[src/rtl/scan_pkg.sv]
package scan_pkg;
  localparam int unsigned DEF_ROWS  = 128;
  localparam int unsigned DEF_CNT_W = 16;

  // Reason the monitor latched an error; kept inside the monitor only.
  typedef enum logic [1:0] {
    FLT_NONE   = 2'd0,
    FLT_RETURN = 2'd1,
    FLT_OCCUPY = 2'd2
  } fault_e;
endpackage

[src/rtl/scan_token_chain.sv]
module scan_token_chain #(
  parameter int unsigned ROWS = scan_pkg::DEF_ROWS
) (
  input  logic            clk,
  input  logic            rst,
  input  logic            ser_in,
  output logic            ser_out,
  output logic [ROWS-1:0] row_hot,
  output logic            single_hot
);
  logic [ROWS-1:0] stage_q;

  // One flop per row; each takes its neighbour's bit, the first takes ser_in.
  genvar gi;
  generate
    for (gi = 0; gi < ROWS; gi++) begin : g_stage
      logic d_in;
      if (gi == 0) begin : g_head
        assign d_in = ser_in;
      end else begin : g_body
        assign d_in = stage_q[gi-1];
      end
      always_ff @(posedge clk) begin
        if (rst) stage_q[gi] <= 1'b0;
        else     stage_q[gi] <= d_in;
      end
    end
  endgenerate

  assign ser_out    = stage_q[ROWS-1];
  assign row_hot    = stage_q;
  assign single_hot = ($countones(stage_q) == 1);

  // never more than one row driven
  a_r3_chain_onehot0: assert property (@(posedge clk) disable iff (rst)
    $onehot0(stage_q));
endmodule

[src/rtl/scan_inject_ctrl.sv]
module scan_inject_ctrl #(
  parameter int unsigned ROWS  = scan_pkg::DEF_ROWS,
  parameter int unsigned CNT_W = scan_pkg::DEF_CNT_W
) (
  input  logic             clk,
  input  logic             rst,
  output logic             ser_in,
  output logic             expect_ret,
  output logic [CNT_W-1:0] pass_count
);
  localparam int unsigned PH_W = (ROWS > 1) ? $clog2(ROWS) : 1;
  localparam logic [PH_W-1:0] PH_LAST = PH_W'(ROWS - 1);

  logic [PH_W-1:0]  phase_q;
  logic             armed_q;
  logic [CNT_W-1:0] cnt_q;
  logic             wrap;

  assign wrap = (phase_q == PH_LAST);

  always_ff @(posedge clk) begin
    if (rst) begin
      phase_q <= '0;
      armed_q <= 1'b0;
      cnt_q   <= '0;
    end else begin
      phase_q <= wrap ? '0 : phase_q + 1'b1;
      if (wrap) begin
        armed_q <= 1'b1;
        cnt_q   <= cnt_q + 1'b1;
      end
    end
  end

  assign ser_in     = (phase_q == '0);
  assign expect_ret = armed_q && (phase_q == '0);
  assign pass_count = cnt_q;

  // one injection per pass, never on consecutive clocks
  a_r2_single_inject: assert property (@(posedge clk) disable iff (rst)
    ser_in |=> !ser_in);
  // the pass count moves only when a return becomes due
  a_r6_count_step: assert property (@(posedge clk) disable iff (rst)
    !expect_ret |=> (expect_ret || $stable(cnt_q)));
endmodule

[src/rtl/scan_return_monitor.sv]
module scan_return_monitor (
  input  logic clk,
  input  logic rst,
  input  logic ser_back,
  input  logic expect_ret,
  input  logic single_hot,
  output logic scan_err
);
  import scan_pkg::*;

  logic   live_q;
  logic   err_q;
  fault_e cause_q;
  logic   ret_bad;
  logic   occ_bad;

  assign ret_bad = (ser_back != expect_ret);
  assign occ_bad = live_q && !single_hot;

  always_ff @(posedge clk) begin
    if (rst) begin
      live_q  <= 1'b0;
      err_q   <= 1'b0;
      cause_q <= FLT_NONE;
    end else begin
      live_q <= 1'b1;
      if (!err_q && (ret_bad || occ_bad)) begin
        err_q   <= 1'b1;
        cause_q <= ret_bad ? FLT_RETURN : FLT_OCCUPY;
      end
    end
  end

  assign scan_err = err_q;

  // sticky until reset
  a_r9_sticky: assert property (@(posedge clk) disable iff (rst)
    scan_err |=> scan_err);
  // a missing return raises the flag
  a_r8_missing: assert property (@(posedge clk) disable iff (rst)
    (expect_ret && !ser_back) |=> scan_err);
  // an unexpected one raises the flag
  a_r7_unexpected: assert property (@(posedge clk) disable iff (rst)
    (!expect_ret && ser_back) |=> scan_err);
  // a cause is always recorded with the flag
  a_r9_cause: assert property (@(posedge clk) disable iff (rst)
    scan_err |-> (cause_q != FLT_NONE));
endmodule

[src/rtl/row_token_scanner.sv]
module row_token_scanner #(
  parameter int unsigned ROWS  = scan_pkg::DEF_ROWS,
  parameter int unsigned CNT_W = scan_pkg::DEF_CNT_W
) (
  input  logic             clk,
  input  logic             rst,
  input  logic             ser_back,
  output logic [ROWS-1:0]  gate_en,
  output logic [ROWS-1:0]  clear_en,
  output logic             ser_out,
  output logic             scan_err,
  output logic [CNT_W-1:0] pass_count
);
  logic            ser_in;
  logic            expect_ret;
  logic            single_hot;
  logic [ROWS-1:0] row_hot;

  scan_inject_ctrl #(.ROWS(ROWS), .CNT_W(CNT_W)) u_ctrl (
    .clk        (clk),
    .rst        (rst),
    .ser_in     (ser_in),
    .expect_ret (expect_ret),
    .pass_count (pass_count)
  );

  scan_token_chain #(.ROWS(ROWS)) u_chain (
    .clk        (clk),
    .rst        (rst),
    .ser_in     (ser_in),
    .ser_out    (ser_out),
    .row_hot    (row_hot),
    .single_hot (single_hot)
  );

  scan_return_monitor u_mon (
    .clk        (clk),
    .rst        (rst),
    .ser_back   (ser_back),
    .expect_ret (expect_ret),
    .single_hot (single_hot),
    .scan_err   (scan_err)
  );

  assign gate_en  = row_hot;
  assign clear_en = row_hot;

  // reset leaves everything quiet
  a_r1_reset_state: assert property (@(posedge clk)
    rst |=> (gate_en == '0 && !ser_out && !scan_err && pass_count == '0));
  // the serial output only rises when a return is due
  a_r5_ret_window: assert property (@(posedge clk) disable iff (rst)
    ser_out |-> expect_ret);
  // the last row hands over to row 0 on the following clock
  a_r3_wrap: assert property (@(posedge clk) disable iff (rst)
    gate_en[ROWS-1] |=> gate_en[0]);
endmodule

[config.mk]
export PLATFORM = sky130hd
export DESIGN_NAME = row_token_scanner
export DESIGN_NICKNAME = d
export VERILOG_FILES = /design/src/rtl/scan_pkg.sv /design/src/rtl/scan_token_chain.sv /design/src/rtl/scan_inject_ctrl.sv /design/src/rtl/scan_return_monitor.sv /design/src/rtl/row_token_scanner.sv
export SDC_FILE = /design/constraint.sdc
export NUM_CORES = 1
export LEC_CHECK = 0
export ABC_AREA = 1
export BUFFER_PORTS_ARGS = -buffer_cell sky130_fd_sc_hd__buf_2
export CORE_AREA = 2 2 112 196
export DETAILED_ROUTE_END_ITERATION = 10
export DIE_AREA = 0 0 114 198
export PLACE_DENSITY = 0.87
export SYNTH_ARGS = -nofsm -noshare
export SYNTH_HDL_FRONTEND = slang
export SYNTH_HIERARCHICAL = 1
export SYNTH_SLANG_ARGS = --single-unit
[constraint.sdc]
create_clock -name clk -period 6.55 [get_ports clk]
set_input_delay 0.9825 -clock clk [delete_from_list [all_inputs] [get_ports clk]]
set_output_delay 0.9825 -clock clk [all_outputs]
set_load 0.01 [all_outputs]
After elaboration in Yosys (flattened, before gate mapping)
Cells that the tools add are included.

Flip-flop bits (word level): 154. Bits in latches: 0. Memory bits (writable): 0. Bits in read-only memories: 0. Input bits: 3. Output and inout bits: 274. Logic and storage cells: 274. Memories kept: 0.

$add $sub $neg: 129. Multipliers: 0. Div/mod/pow operators: 0. Magnitude comparators: 0. Eq/ne operators: 3. Shift operators: 0. Muxes and demuxes: 1. Bitwise gates (word level): 0. Reductions and logical operators: 8.

Operators with widths (count): $add 32x32->32 (63); $add 1x1->2 (64); $eq 32x2->1 const B (1); $add 16x1->16 const B (1); $add 7x1->7 const B (1); $eq 7x7->1 const B (1); $logic_not 7->1 (1); $logic_and 1x1->1 (3); $logic_not 1->1 (2); $reduce_or 2->1 (1); $logic_or 1x1->1 (1); $mux 1 (1); $ne 1x1->1 (1).

Logic depth before layout (Yosys ltp)
Depth in word-level cells: 12. Depth in mapped cells: 32. Depth with buffers taken out: 32.

By module
The synthesis kept the hierarchy.

By module, submodules not included: scan_token_chain (times used 1, cells each 810, area an instance 7796.2 um^2); scan_inject_ctrl (times used 1, cells each 180, area an instance 1266.2 um^2); row_token_scanner (times used 1, cells each 128, area an instance 960.9 um^2); scan_return_monitor (times used 1, cells each 14, area an instance 87.6 um^2).

Least setup slack after synthesis
OpenSTA, ideal clock, no wires.

Kind: register to register. From: register u_chain.stage_q[112], in the netlist u_chain/g_stage[113].d_in. To: register u_mon.err_q, in the netlist u_mon/scan_err. Library setup time: 111 ps. Arrival: 6613 ps. Setup slack: -174 ps. Cell stages (with the launch flop): 33. Buffers on the path: 0. Period minus slack after synthesis: 6724 ps. Cells stage by stage: dfxtp_1 inv_1 fa_1 inv_1 fa_1 fa_1 inv_1 fa_1 fa_1 inv_1 fa_1 inv_1 fa_1 inv_1 fa_1 inv_1 fa_1 fa_1 inv_1 ha_1 inv_1 fa_1 nand2_1 inv_1 nand2_1 nor2_1 nand2_1 nor2_1 inv_1 nand2_1 nand2_2 nor2_1 nor2_1.

Cells in the longest elaborated chain, start to end: 12.

Ends and longest elaborated chain: start: declaration (RTL line scan_token_chain.sv:11) `logic [ROWS-1:0] stage_q;`; start signal: indexed assignment (RTL line scan_token_chain.sv:25) `else stage_q[gi] <= d_in;`; $add 1x1->2 (not written as such) (RTL line scan_token_chain.sv:32) `assign single_hot = ($countones(stage_q) == 1);`; $add 32x32->32 (not written as such) (6 in series) (RTL line scan_token_chain.sv:32); $eq 32x2->1 (RTL line scan_token_chain.sv:32); net single_hot (RTL line row_token_scanner.sv:16) `logic single_hot;`; $logic_not 1->1 (RTL line scan_return_monitor.sv:18) `assign occ_bad = live_q && !single_hot;`; $logic_and 1x1->1 (RTL line scan_return_monitor.sv:18); $logic_or 1x1->1 (RTL line scan_return_monitor.sv:27) `if (!err_q && (ret_bad || occ_bad)) begin`; $logic_and 1x1->1 (RTL line scan_return_monitor.sv:27); end signal: assignment (RTL line scan_return_monitor.sv:23) `err_q <= 1'b0;`; end signal: assignment (RTL line scan_return_monitor.sv:28) `err_q <= 1'b1;`; end: declaration (RTL line scan_return_monitor.sv:12) `logic err_q;`.

The timed path passes the listed nets, and every way through them passes these cells. A chain may end at the register's enable or synchronous reset.

Worst setup path in the final report
From: register u_chain.stage_q[114], in the netlist u_chain/g_stage[115].d_in. To: register u_mon.err_q, in the netlist u_mon/scan_err.

Same word-level chain as after synthesis.

==> run_summary.xml <==
<?xml version="1.0" encoding="UTF-8"?>
<metrics>
  <group name="logic_synthesis">
    <metric name="synthFlopType" unit="">dfxtp_1</metric>
    <metric name="synth_area" unit="sq um">10110</metric>
    <metric name="synth_nets" unit="">1278</metric>
    <metric name="ys_types" unit="">30</metric>
    <metric name="synth_warnings" unit="">6</metric>
    <metric name="xor_xnor_fraction_of_synth_area" unit="%">0.08662</metric>
    <metric name="synth_async_reset_ratio" unit="%">0</metric>
    <metric name="synthSimpleGateAreaFrac" unit="%">11.11</metric>
    <metric name="yosys-mux-area-fraction" unit="%">0</metric>
    <metric name="synth_compound_gate_area_share" unit="%">0.8044</metric>
    <metric name="combinational_family_with_the_most_area_after_synthesis" unit="">buffers and inverters</metric>
    <metric name="synth_cells" unit="">1132</metric>
    <metric name="synth_edf_count" unit="">0</metric>
    <metric name="ys_seq_elements" unit="">154</metric>
    <metric name="post_synth.cell_area_avg" unit="sq um">8.932</metric>
    <metric name="synth_fa_ha_area_share" unit="%">26.23</metric>
    <metric name="seq_area_frac_synth" unit="%">30.49</metric>
  </group>
  <group name="floorplanning">
    <metric name="die-width" unit="um">114</metric>
    <metric name="fp-row-count" unit="">71</metric>
    <metric name="design.portCount" unit="">277</metric>
    <metric name="start_util" unit="%">47.82</metric>
    <metric name="dieHeight" unit="um">198</metric>
    <metric name="total_die_area" unit="sq um">22570</metric>
    <metric name="core_region_area" unit="sq um">21140</metric>
  </group>
  <group name="clocking">
    <metric name="cts.root.buffer_cell" unit="">clkbuf_16</metric>
    <metric name="ctsHtreeMaxLevel" unit="">4</metric>
    <metric name="clockBufferDepth" unit="">2</metric>
    <metric name="cts_hold_buf" unit="">0</metric>
    <metric name="clk_pin_slew" unit="ps">60</metric>
    <metric name="clock_latency" unit="ps">430</metric>
    <metric name="post_cts_buffers" unit="">0</metric>
    <metric name="cts-buffers-inserted" unit="">17</metric>
    <metric name="cts_tree" unit="">done</metric>
    <metric name="clock_sink_count" unit="">154</metric>
  </group>
  <group name="route">
    <metric name="routed_wire_length_per_instance" unit="um">14.48</metric>
    <metric name="ant_nets" unit="">0</metric>
    <metric name="totalWireLength" unit="um">21720</metric>
    <metric name="routed_via_density" unit="">4.417</metric>
    <metric name="route.vias.total" unit="">6625</metric>
    <metric name="drt-initial-drc-count" unit="">200</metric>
    <metric name="drc" unit="">0</metric>
    <metric name="firstDrtPassIters" unit="">4</metric>
  </group>
  <group name="worst_setup_path">
    <metric name="worst_setup_path_start_kind" unit="">flop</metric>
    <metric name="critical_path_class" unit="">reg -&gt; reg</metric>
    <metric name="critical_path_fanout_max" unit="">2</metric>
    <metric name="endpoint_kind" unit="">flop</metric>
    <metric name="cpMostUsedCell" unit="">fa_1</metric>
    <metric name="critical_path_buf_inv_count" unit="">11</metric>
    <metric name="worstReg2RegStart" unit="">u_chain/g_stage[115].d_in</metric>
    <metric name="critical_path.max_stage_delay" unit="ps">540</metric>
    <metric name="worstReg2RegEnd" unit="">u_mon/scan_err</metric>
    <metric name="reg2reg_setup_slack" unit="ps">-610</metric>
    <metric name="crit_slowest_cell" unit="">fa_1</metric>
    <metric name="critPathRequiredTime" unit="ps">6830</metric>
    <metric name="worst-endpoint-arrival" unit="ps">7440</metric>
    <metric name="worst_path_dominant_cell_family" unit="">adder cells</metric>
    <metric name="r2r.worst_path.cells" unit="">32</metric>
  </group>
  <group name="cells_and_area">
    <metric name="layout.nets" unit="">1379</metric>
    <metric name="utilization" unit="%">51.50</metric>
    <metric name="insertedDiodeCount" unit="">0</metric>
    <metric name="synthToLayoutAreaGrowth" unit="%">7.697</metric>
    <metric name="final.fill_count" unit="">1936</metric>
    <metric name="layout-drive-gt1-share" unit="%">33.01</metric>
    <metric name="layoutNonFillerInstCount" unit="">1500</metric>
  </group>
  <group name="sta">
    <metric name="slew_headroom" unit="%">38.99</metric>
    <metric name="fin_skew" unit="ps">5.879</metric>
    <metric name="post-route-period-util" unit="%">109.3</metric>
    <metric name="timing.setup.tns" unit="ps">-607.0</metric>
    <metric name="final_period_minus_worst_setup_slack" unit="ps">7157</metric>
    <metric name="setup_viol" unit="">1</metric>
    <metric name="timing.final.hold_violations" unit="">0</metric>
    <metric name="max_freq" unit="MHz">139.7</metric>
    <metric name="setup_repair_after_global_routing_missed_its_margin" unit="">true</metric>
    <metric name="timing.hold.ws" unit="ps">467.7</metric>
    <metric name="slew_viol_final" unit="">0</metric>
    <metric name="worst_slack" unit="ps">-607.0</metric>
    <metric name="slew_at_the_pin_closest_to_its_max_slew_limit" unit="ps">915.1</metric>
  </group>
  <group name="status">
    <metric name="failing_checks" unit="">negative setup slack</metric>
    <metric name="status" unit="">complete, but fails checks</metric>
  </group>
  <group name="job">
    <metric name="drv_cap" unit="">0</metric>
  </group>
  <group name="grt">
    <metric name="wire_length_of_the_first_global_routing_pass" unit="um">33400</metric>
    <metric name="grt_antenna_before_repair" unit="">0</metric>
    <metric name="grt_max_degree" unit="">92</metric>
    <metric name="grt_pass1_vias" unit="">6687</metric>
    <metric name="overall_fraction_of_global_route_tracks_in_use" unit="%">19.54</metric>
    <metric name="globalRouteOverflowTotal" unit="">0</metric>
  </group>
  <group name="pwr">
    <metric name="clockPowerShare" unit="%">49.1</metric>
    <metric name="power_report.internal_total" unit="W">0.001527</metric>
    <metric name="seq_power_share" unit="%">48.1</metric>
    <metric name="power.share.combinational" unit="%">2.8</metric>
    <metric name="switching_power" unit="W">0.0004360</metric>
    <metric name="leakage" unit="nW">5.786</metric>
    <metric name="report.power.total" unit="W">0.001963</metric>
    <metric name="power.share.switching" unit="%">22.21</metric>
    <metric name="power_density_over_the_cells" unit="nW/um^2">180.3</metric>
    <metric name="peakVddDrop" unit="uV">165.9</metric>
  </group>
  <group name="place">
    <metric name="gp_weighted_congestion" unit="">0.8248</metric>
    <metric name="post-place-cells" unit="">1469</metric>
    <metric name="post-dp-hpwl" unit="um">17900</metric>
    <metric name="place.port_buffers" unit="">276</metric>
  </group>
  <group name="worst_hold_path">
    <metric name="worstHoldPathType" unit="">reg -&gt; reg</metric>
    <metric name="worst_hold_path.num_cells" unit="">2</metric>
    <metric name="holdPathEnd" unit="">u_ctrl/armed_q</metric>
    <metric name="hold_path_startpoint" unit="">u_ctrl/armed_q</metric>
  </group>
</metrics>
## logic make-up after synthesis
logic type                 after synthesis
xor gates and xnor gates                 1
adders and majority gates              143
buffers and inverters                  557
AOI/OAI and AO/OA                       16
and+or+nand+nor                        261
DFF                                    154
## state kept, by name, indices dropped and copies added (netlist names)
signal / count
u_chain/ser_out: 1
u_ctrl/armed_q: 1
u_ctrl/pass_count: 16
u_mon/scan_err: 1
u_mon/live_q: 1
u_ctrl/phase_q: 7
u_chain/g_stage.d_in: 127
## timing repair
| item | 4_1_cts | 5_1_grt |
|---|---|---|
| endpoints found under the setup margin | 1 | 1 |
| pin swaps | 3 | 2 |
| gates resized for setup | 3 | 7 |
## layout make-up
class,instances,area [sq um],area share (%)
timing repair buffer,355,1977,18.15
clock buffer,20,446.7,4.102
tap,255,319.1,2.930
inverter,284,1066,9.790
multi-input combinational,421,3869,35.53
clock inverter,11,123.9,1.138
sequential,154,3088,28.36
## metal layers
layer / wire, um / vias to the layer above / global-route usage (%) / share of wire (%)
met1: 7850 / 3234 / 20.49 / 36
met5: 0 / - / 0 / 0
met4: 588 / 0 / 8.220 / 2.7
li1: - / 3156 / - / -
met2: 12490 / 199 / 37.76 / 57
met3: 798 / 36 / 3.061 / 3.7
## power groups by stage
stage               clock network [W]   logic, W  registers (W)
floorplan                           0  0.0000514       0.000964
global placement                    0  0.0000547       0.000965
detailed placement                  0  0.0000560       0.000965
CTS                          0.000981  0.0000562       0.000945
global route                  0.00101  0.0000641       0.000945
finish                       0.000963  0.0000558       0.000944
## cell usage after synthesis (4+ instances only)
library cell	number	area share [%]
a21oi_1	10	0.50
nand2_1	48	1.8
nor3_1	5	0.25
ha_1	28	3.5
buf_6	14	1.6
nor2_1	168	6.2
buf_4	257	19
fa_1	115	23
nand3_1	15	0.74
dfxtp_1	154	30
inv_1	283	11
o21ai_0	4	0.20
## worst max path at each step
| stage | end | depth (start not counted) | startpoint | slack [ps] |
|---|---|---|---|---|
| final | u_mon/scan_err | 32 | u_chain/g_stage[115].d_in | -610 |
| after global routing | u_mon/scan_err | 32 | u_chain/g_stage[81].d_in | -900 |
| after CTS | u_mon/scan_err | 32 | u_chain/g_stage[79].d_in | -640 |
| after detailed placement | u_mon/scan_err | 32 | u_chain/g_stage[77].d_in | -650 |
| after global placement | u_mon/scan_err | 32 | u_chain/g_stage[119].d_in | -490 |
| after floorplan | u_mon/scan_err | 32 | u_chain/g_stage[113].d_in | -170 |
## worst reg2reg max path: cells and delay by family, from the launching register on
family / cells / cell delay (ps)
buf+inv: 11 / 610
fa+ha+maj: 12 / 5530
simple gates: 9 / 540
flops: 1 / 340
## layout by cell type (no fill, tap or decap), types with 2 or more instances in the layout
master and instances:
a21oi_1 10, and3_1 2, buf_2 275, buf_4 80, bufinv_16 2, clkbuf_1 2
clkbuf_16 17, clkinv_2 3, clkinv_4 3, clkinvlp_4 3, dfxtp_1 150, dfxtp_2 4
fa_1 115, ha_1 27, inv_1 278, inv_2 6, nand2_1 48, nand2_2 3
nand3_1 15, nand3_2 2, nand4_1 3, nor2_1 168, nor2_2 2, nor2_4 3
nor3_1 5, nor3_2 3, nor3b_1 3, o21ai_0 4
## stage by stage
stage | setup slack [ps] | instance area, sq um
2_1_floorplan | -174.2 | 10110
3_3_place_gp | -487.0 | 10310
3_5_place_dp | -648.6 | 10310
4_1_cts | -639.2 | 10890
5_1_grt | -904.2 | 10890
6_report | -607.0 | 10890
Note: power is estimated with default switching activity, not from simulation.
